--- src/rtl/pkt_fifo_pkg.sv ---
package pkt_fifo_pkg;

  typedef enum logic [1:0] {
    KIND_NORMAL = 2'd0,
    KIND_NOACK  = 2'd1,
    KIND_ACKPLD = 2'd2
  } cmd_kind_e;

  // next staging length: grows by one until the payload limit
  function automatic int unsigned sat_inc(input int unsigned cur, input int unsigned lim);
    return (cur < lim) ? cur + 1 : lim;
  endfunction

  // only the no-acknowledge write kind marks the entry
  function automatic logic kind_noack(input logic [1:0] k);
    return k == KIND_NOACK;
  endfunction

endpackage

--- src/rtl/pkt_fifo_stage.sv ---
module pkt_fifo_stage
  import pkt_fifo_pkg::*;
#(
  parameter int MAX_BYTES = 32,
  parameter int DATA_W    = 8,
  localparam int LEN_W    = $clog2(MAX_BYTES + 1),
  localparam int IDX_W    = $clog2(MAX_BYTES)
) (
  input  logic                               clk,
  input  logic                               rst_n,
  input  logic                               wr_valid,
  input  logic [DATA_W-1:0]                  wr_data,
  input  logic                               commit,
  input  logic                               flush,
  output logic [LEN_W-1:0]                   stg_len,
  output logic [MAX_BYTES-1:0][DATA_W-1:0]   stg_buf
);

  logic byte_room;
  assign byte_room = stg_len < LEN_W'(MAX_BYTES);

  always_ff @(posedge clk) begin
    if (!rst_n) begin
      stg_len <= '0;
    end else if (flush) begin
      stg_len <= '0;
    end else if (commit) begin
      // a byte arriving with the commit opens the next payload
      if (wr_valid) begin
        stg_buf[0] <= wr_data;
        stg_len    <= LEN_W'(1);
      end else begin
        stg_len    <= '0;
      end
    end else if (wr_valid && byte_room) begin
      stg_buf[stg_len[IDX_W-1:0]] <= wr_data;
      stg_len <= LEN_W'(sat_inc(int'(stg_len), MAX_BYTES));
    end
  end

  AST_STAGE_CAP: assert property (@(posedge clk) disable iff (!rst_n)
    stg_len <= LEN_W'(MAX_BYTES));

endmodule

--- src/rtl/pkt_fifo_select.sv ---
module pkt_fifo_select #(
  parameter int DEPTH   = 3,
  parameter int PIPE_W  = 3,
  localparam int SLOT_W = (DEPTH > 1) ? $clog2(DEPTH) : 1,
  localparam int NPIPE  = 1 << PIPE_W
) (
  input  logic                          clk,
  input  logic                          rst_n,
  input  logic [DEPTH-1:0]              ent_valid,
  input  logic [DEPTH-1:0][PIPE_W-1:0]  ent_pipe,
  input  logic [NPIPE-1:0]              pipe_lost,
  output logic                          sel_valid,
  output logic [SLOT_W-1:0]             sel_idx
);

  logic [DEPTH-1:0] elig;

  for (genvar g = 0; g < DEPTH; g++) begin : g_elig
    assign elig[g] = ent_valid[g] && !pipe_lost[ent_pipe[g]];
  end

  // slot 0 is the oldest entry: lowest eligible slot wins
  always_comb begin
    sel_valid = 1'b0;
    sel_idx   = '0;
    for (int i = DEPTH - 1; i >= 0; i--) begin
      if (elig[i]) begin
        sel_valid = 1'b1;
        sel_idx   = SLOT_W'(i);
      end
    end
  end

  AST_SEL_LIVE: assert property (@(posedge clk) disable iff (!rst_n)
    sel_valid |-> (ent_valid[sel_idx] && !pipe_lost[ent_pipe[sel_idx]]));

endmodule

--- src/rtl/pkt_fifo_store.sv ---
module pkt_fifo_store #(
  parameter int DEPTH     = 3,
  parameter int MAX_BYTES = 32,
  parameter int DATA_W    = 8,
  parameter int PIPE_W    = 3,
  localparam int LEN_W    = $clog2(MAX_BYTES + 1),
  localparam int CNT_W    = $clog2(DEPTH + 1),
  localparam int SLOT_W   = (DEPTH > 1) ? $clog2(DEPTH) : 1
) (
  input  logic                                         clk,
  input  logic                                         rst_n,
  input  logic                                         flush,
  input  logic                                         push,
  input  logic [MAX_BYTES-1:0][DATA_W-1:0]             push_data,
  input  logic [LEN_W-1:0]                             push_len,
  input  logic [PIPE_W-1:0]                            push_pipe,
  input  logic                                         push_noack,
  input  logic                                         pop,
  input  logic [SLOT_W-1:0]                            pop_idx,
  output logic [DEPTH-1:0][MAX_BYTES-1:0][DATA_W-1:0]  mem,
  output logic [DEPTH-1:0][LEN_W-1:0]                  ent_len,
  output logic [DEPTH-1:0][PIPE_W-1:0]                 ent_pipe,
  output logic [DEPTH-1:0]                             ent_noack,
  output logic [DEPTH-1:0]                             ent_valid,
  output logic [CNT_W-1:0]                             cnt
);

  logic [DEPTH-1:0][MAX_BYTES-1:0][DATA_W-1:0] n_mem;
  logic [DEPTH-1:0][LEN_W-1:0]                 n_len;
  logic [DEPTH-1:0][PIPE_W-1:0]                n_pipe;
  logic [DEPTH-1:0]                            n_noack;
  logic [CNT_W-1:0]                            n_cnt;

  for (genvar g = 0; g < DEPTH; g++) begin : g_valid
    assign ent_valid[g] = cnt > CNT_W'(g);
  end

  // removal compacts younger entries down one slot, then a push
  // lands right after the last surviving entry
  always_comb begin
    n_mem   = mem;
    n_len   = ent_len;
    n_pipe  = ent_pipe;
    n_noack = ent_noack;
    n_cnt   = cnt;
    if (pop) begin
      for (int i = 0; i < DEPTH - 1; i++) begin
        if (i >= int'(pop_idx)) begin
          n_mem[i]   = mem[i+1];
          n_len[i]   = ent_len[i+1];
          n_pipe[i]  = ent_pipe[i+1];
          n_noack[i] = ent_noack[i+1];
        end
      end
      n_cnt = cnt - CNT_W'(1);
    end
    if (push) begin
      n_mem[SLOT_W'(n_cnt)]   = push_data;
      n_len[SLOT_W'(n_cnt)]   = push_len;
      n_pipe[SLOT_W'(n_cnt)]  = push_pipe;
      n_noack[SLOT_W'(n_cnt)] = push_noack;
      n_cnt = n_cnt + CNT_W'(1);
    end
    if (flush) begin
      n_cnt = '0;
    end
  end

  always_ff @(posedge clk) begin
    if (!rst_n) begin
      cnt       <= '0;
      ent_len   <= '0;
      ent_pipe  <= '0;
      ent_noack <= '0;
    end else begin
      cnt       <= n_cnt;
      ent_len   <= n_len;
      ent_pipe  <= n_pipe;
      ent_noack <= n_noack;
    end
    mem <= n_mem;
  end

  AST_CNT_CAP: assert property (@(posedge clk) disable iff (!rst_n)
    cnt <= CNT_W'(DEPTH));

  AST_PUSH_ROOM: assert property (@(posedge clk) disable iff (!rst_n)
    (push && !pop) |-> (cnt < CNT_W'(DEPTH)));

endmodule

--- src/rtl/pkt_fifo_ctrl.sv ---
module pkt_fifo_ctrl
  import pkt_fifo_pkg::*;
#(
  parameter int DEPTH     = 3,
  parameter int MAX_BYTES = 32,
  parameter int DATA_W    = 8,
  parameter int PIPE_W    = 3,
  localparam int LEN_W    = $clog2(MAX_BYTES + 1),
  localparam int IDX_W    = $clog2(MAX_BYTES),
  localparam int CNT_W    = $clog2(DEPTH + 1),
  localparam int SLOT_W   = (DEPTH > 1) ? $clog2(DEPTH) : 1,
  localparam int NPIPE    = 1 << PIPE_W
) (
  input  logic              clk,
  input  logic              rst_n,
  input  logic              wr_valid,
  input  logic [DATA_W-1:0] wr_data,
  input  logic              cmd_commit,
  input  logic [1:0]        cmd_kind,
  input  logic [PIPE_W-1:0] cmd_pipe,
  input  logic              cmd_flush,
  input  logic              tx_done,
  input  logic              max_rt,
  input  logic [NPIPE-1:0]  pipe_lost,
  input  logic [IDX_W-1:0]  rd_idx,
  output logic              head_valid,
  output logic [LEN_W-1:0]  head_len,
  output logic [PIPE_W-1:0] head_pipe,
  output logic              head_noack,
  output logic [DATA_W-1:0] rd_byte,
  output logic [CNT_W-1:0]  count,
  output logic              full,
  output logic              empty,
  output logic              blocked,
  output logic              overflow
);

  logic [LEN_W-1:0]                            stg_len;
  logic [MAX_BYTES-1:0][DATA_W-1:0]            stg_buf;
  logic [DEPTH-1:0][MAX_BYTES-1:0][DATA_W-1:0] mem;
  logic [DEPTH-1:0][LEN_W-1:0]                 ent_len;
  logic [DEPTH-1:0][PIPE_W-1:0]                ent_pipe;
  logic [DEPTH-1:0]                            ent_noack;
  logic [DEPTH-1:0]                            ent_valid;
  logic [CNT_W-1:0]                            cnt;
  logic                                        sel_valid;
  logic [SLOT_W-1:0]                           sel_idx;

  // named events for the checks below
  logic ev_commit_live;
  logic ev_accept;
  logic ev_reject;
  logic ev_remove;

  assign full           = cnt == CNT_W'(DEPTH);
  assign empty          = cnt == '0;
  assign ev_commit_live = cmd_commit && !cmd_flush && (stg_len != '0);
  assign ev_accept      = ev_commit_live && !full;
  assign ev_reject      = ev_commit_live && full;
  assign ev_remove      = tx_done && !max_rt && !cmd_flush && sel_valid;

  pkt_fifo_stage #(
    .MAX_BYTES (MAX_BYTES),
    .DATA_W    (DATA_W)
  ) u_stage (
    .clk      (clk),
    .rst_n    (rst_n),
    .wr_valid (wr_valid),
    .wr_data  (wr_data),
    .commit   (cmd_commit),
    .flush    (cmd_flush),
    .stg_len  (stg_len),
    .stg_buf  (stg_buf)
  );

  pkt_fifo_store #(
    .DEPTH     (DEPTH),
    .MAX_BYTES (MAX_BYTES),
    .DATA_W    (DATA_W),
    .PIPE_W    (PIPE_W)
  ) u_store (
    .clk        (clk),
    .rst_n      (rst_n),
    .flush      (cmd_flush),
    .push       (ev_accept),
    .push_data  (stg_buf),
    .push_len   (stg_len),
    .push_pipe  (cmd_pipe),
    .push_noack (kind_noack(cmd_kind)),
    .pop        (ev_remove),
    .pop_idx    (sel_idx),
    .mem        (mem),
    .ent_len    (ent_len),
    .ent_pipe   (ent_pipe),
    .ent_noack  (ent_noack),
    .ent_valid  (ent_valid),
    .cnt        (cnt)
  );

  pkt_fifo_select #(
    .DEPTH  (DEPTH),
    .PIPE_W (PIPE_W)
  ) u_select (
    .clk       (clk),
    .rst_n     (rst_n),
    .ent_valid (ent_valid),
    .ent_pipe  (ent_pipe),
    .pipe_lost (pipe_lost),
    .sel_valid (sel_valid),
    .sel_idx   (sel_idx)
  );

  always_ff @(posedge clk) begin
    if (!rst_n) begin
      overflow <= 1'b0;
    end else if (cmd_flush) begin
      overflow <= 1'b0;
    end else if (ev_reject) begin
      overflow <= 1'b1;
    end
  end

  assign count      = cnt;
  assign blocked    = !empty && !sel_valid;
  assign head_valid = sel_valid;
  assign head_len   = sel_valid ? ent_len[sel_idx]       : '0;
  assign head_pipe  = sel_valid ? ent_pipe[sel_idx]      : '0;
  assign head_noack = sel_valid ? ent_noack[sel_idx]     : 1'b0;
  assign rd_byte    = sel_valid ? mem[sel_idx][rd_idx]   : '0;

  AST_FLUSH_EMPTIES: assert property (@(posedge clk) disable iff (!rst_n)
    cmd_flush |=> (count == '0 && !overflow));

  AST_NO_OVERFLOW_LOSS: assert property (@(posedge clk) disable iff (!rst_n)
    ev_reject |=> (overflow && count == $past(count)));

  AST_OVF_STICKY: assert property (@(posedge clk) disable iff (!rst_n)
    (overflow && !cmd_flush) |=> overflow);

  AST_RETRY_KEEPS: assert property (@(posedge clk) disable iff (!rst_n)
    (max_rt && !cmd_flush && !ev_accept) |=> count == $past(count));

  AST_REMOVE_ONE: assert property (@(posedge clk) disable iff (!rst_n)
    (tx_done && head_valid && !max_rt && !cmd_flush && !ev_accept)
      |=> count == $past(count) - CNT_W'(1));

  AST_IDLE_POP: assert property (@(posedge clk) disable iff (!rst_n)
    (tx_done && !head_valid && !cmd_flush && !ev_accept)
      |=> count == $past(count));

  AST_EMPTY_COMMIT: assert property (@(posedge clk) disable iff (!rst_n)
    (cmd_commit && !cmd_flush && stg_len == '0 && !tx_done)
      |=> (count == $past(count) && overflow == $past(overflow)));

endmodule

--- config.mk ---
export PLATFORM = sky130hd
export DESIGN_NAME = pkt_fifo_ctrl
export DESIGN_NICKNAME = d
export VERILOG_FILES = /design/src/rtl/pkt_fifo_pkg.sv /design/src/rtl/pkt_fifo_stage.sv /design/src/rtl/pkt_fifo_select.sv /design/src/rtl/pkt_fifo_store.sv /design/src/rtl/pkt_fifo_ctrl.sv
export SDC_FILE = /design/constraint.sdc
export NUM_CORES = 2
export LEC_CHECK = 0
export BUFFER_PORTS_ARGS = -buffer_cell sky130_fd_sc_hd__buf_2
export CORE_MARGIN = 3
export CORE_UTILIZATION = 40
export CTS_CLUSTER_DIAMETER = 60
export DETAILED_ROUTE_END_ITERATION = 7
export PLACE_DENSITY = 0.6
export SLEW_MARGIN = 10
export SYNTH_ARGS = -nofsm -noshare
export SYNTH_HDL_FRONTEND = slang
export SYNTH_SLANG_ARGS = --single-unit
--- constraint.sdc ---
create_clock -name clk -period 27 [get_ports clk]
set_input_delay 2.7 -clock clk [delete_from_list [all_inputs] [get_ports clk]]
set_output_delay 2.7 -clock clk [all_outputs]
set_load 0.01 [all_outputs]
==> flow_summary.yaml <==
run_status:
  status: "finished with violations"
  violations: "DRC"
pwr:
  power_leakage_uw: 0.01853
  peakVddDrop_v: 0.00004671
  power_density_nw_per_um2: 75.29
clocking:
  cts_sinks: 1063
  numCtsBuffers: 110
  cts_htree_levels: 3
  clk_pin_slew_ns: 0.06
  ctsHoldBuffers: 0
  cts_tree: "built"
  cts_setup_buffers: 0
  cts_resized: 0
  clk_latency_ns: 0.72
  root_buffer: "clkbuf_16"
  clk_path_buf_depth: 3
route:
  avgRoutedWirePerCell_um: 23.87
  ant_nets: 0
  drc_errors: 1
  vias_per_cell: 5.841
  routed_wirelength_mm: 139.7
  firstDrtPassIters: 8
  drtIter0Drc: 4014
  vias: 34180
sta:
  finalClockSkew_ns: 0.03054
  slew-limit-headroom_pct: 13.42
  setup_slack_ns: 17.06
  finalSetupViolations: 0
  timing.fmax_mhz: 100.6
  hold_ws_ns: 0.4656
  timing.final.crit_period_ns: 9.944
  hold_viol_final: 0
  tightest_slew_ns: 1.266
  report.final.slew_viol_count: 0
  period_share_pct: 36.83
  fin_setup_tns_ns: 0
  rsz0062_at_grt: "no"
placed_design:
  io_buffers: 57
  routabilityCongestion: 0.8246
  hpwl_mm: 78.65
  dp_slack_ns: 17.05
setup_path:
  start_kind: "primary input"
  cp-startpoint: "pipe_lost[7]"
  arrival_ns: 7.24
  rr_endpoint: "u_store.mem[577]"
  worst-path-stages: 12
  cpMaxStageDelayCell: "buf_4"
  worstPathCellList: "buf_2, mux2_1, mux4_2, o211ai_4, buf_12, buf_4, mux2i_1, a221oi_1, a221oi_1, o31ai_1, and3_1, buf_2"
  cp_max_fo: 139
  r2r_start: "u_store.ent_pipe[0]"
  r2r_slack_ns: 21.04
  r2r_cells: 12
  crit_required_ns: 24.30
  critical_path_class: "in2out"
  crit_family: "buffers and inverters"
  crit_buf_inv: 4
  max_stage_delay_ns: 0.82
  worstSetupEndpointType: "output port"
layout:
  nFillCells: 10150
  drive_above_1_share_pct: 10.93
  areaGrowthSynthToFinish_pct: 11.41
  multiInputGateArea_sq_um: 16920
  num-nets-final: 4318
  final-seq-area_sq_um: 26410
die:
  dieWidth_um: 340.0
  start_util_pct: 40.64
  die_h_um: 340.0
  rows: 121
  core_sq_um: 109800
  dieArea_sq_um: 115600
  pin_count: 58
yosys:
  syn_area_per_cell_sq_um: 10.20
  synth_most_common_cell: "nand2_1"
  ys_warn_count: 0
  synth-seq-cells: 1063
  synthArstFlopShare_pct: 0
  ys_dominant_reg_cell: "dfxtp_1"
  yosysTopAreaCell: "edfxtp_1"
  yosysUniqueCellTypes: 68
  netlist_top_cells_area: "edfxtp_1, dfxtp_1, nand2_1"
  synth-edff-count: 512
  netlist_instances: 4374
  syn_nets: 4418
  ys_seq_area_share_pct: 59.19
  synth_common_cells: "nand2_1, nor2_1, dfxtp_1"
  synth_area_sq_um: 44610
  synth.top_cell.area_share_pct: 34.46
grt:
  grt_use_met1_pct: 33.74
  grt-ovfl-total: 0
  met2_usage_pct: 36.39
  track_usage_pct: 23.42
  grt_busiest_layer: "met2"
  grt_util_met3_pct: 3.349
  grt_antenna_before_repair: 2
  grt_start_max_net_pins: 225
  grt_pass1_vias: 32180
  grt_pass1_wl_mm: 207.8
hold_path:
  hold_end: "u_store.mem[754]"
  min_from: "u_stage.stg_buf[242]"
  min_path_cells: 0
  hold_path_class: "reg2reg"
flow_run:
  cap_violations: 0
## power breakdown
part	switching (uW)	total (uW)	internal (uW)
clock	659	1530	875
sequential	72.9	1890	1810
combinational	166	321	155
total	898	3740	2840
## per-layer routing
metal  part of all wire [%]  wire (um)
met5                      0          0
met4                    3.0       4146
met3                    8.5      11930
met2                     45      62170
met1                     44      61430
## how the worst max path moves through the flow
stage,slack [ns],to
detailed placement,17.05,rd_byte[5]
CTS,17.05,rd_byte[5]
finish,17.06,rd_byte[2]
floorplan,14.19,u_store.mem[512]
global route,16.82,rd_byte[2]
global placement,17.14,rd_byte[5]
## stage by stage
stage               cell area [sq um]  std cells  power, uW  utilization [%]
floorplan                       44610       4374       2131                -
global placement                46050       5638       2225            41.96
detailed placement              46050       5638       2234            41.96
CTS                             49690       5848       3754            45.27
global route                    49690       5848       3866            45.27
finish                          49700       5851       3742            45.28
## cell usage in the layout (no fill, tap or decap), types with 76 or more instances in the layout
master / Yosys / final
nor2_1: 581 / 553
edfxtp_1: 512 / 512
a31oi_1: 529 / 529
mux2i_1: 81 / 81
clkbuf_16: 0 / 112
nand2_1: 1271 / 1267
nand3_1: 76 / 76
dfxtp_1: 551 / 551
mux4_2: 138 / 138
## worst register-to-register path, cell delays in order, from the launching register on
cell       delay [ns]
dfxtp_1          0.46
mux2_1           0.38
mux4_2           0.62
o2bb2ai_1        0.18
buf_4            0.19
nand2b_1         0.31
and2_1           0.21
xnor2_1          0.21
ha_1             0.21
nand2_1          0.34
inv_8            0.80
buf_4            0.84
buf_4            0.81
## flip-flops by register name (all words and copies together) (netlist names)
signal / count
u_stage.stg_buf: 256
u_stage.stg_len: 6
u_store.ent_len: 18
u_store.ent_noack: 3
u_store.ent_pipe: 9
overflow: 1
u_store.cnt: 2
u_store.mem: 768
## cell type report
class / instances / area share [%]
sequential: 1063 / 53.13
multi-input combinational: 2964 / 34.04
clock buffer: 157 / 6.281
tap: 1476 / 3.716
timing repair buffer: 116 / 1.609
clock inverter: 53 / 1.042
inverter: 19 / 0.1636
antenna: 3 / 0.01510
## logic make-up after synthesis
family	count (synthesis)	share of synthesized area, %
AND/OR/NAND/NOR	2004	17.55
buffers and inverters	347	3.203
XOR/XNOR	5	0.09816
multiplexers	228	9.012
flip-flops	1063	59.19
AO/OA/AOI/OAI	716	10.64
adder cells (fa/ha/maj)	11	0.3085
(Power assumes the default switching activity.)
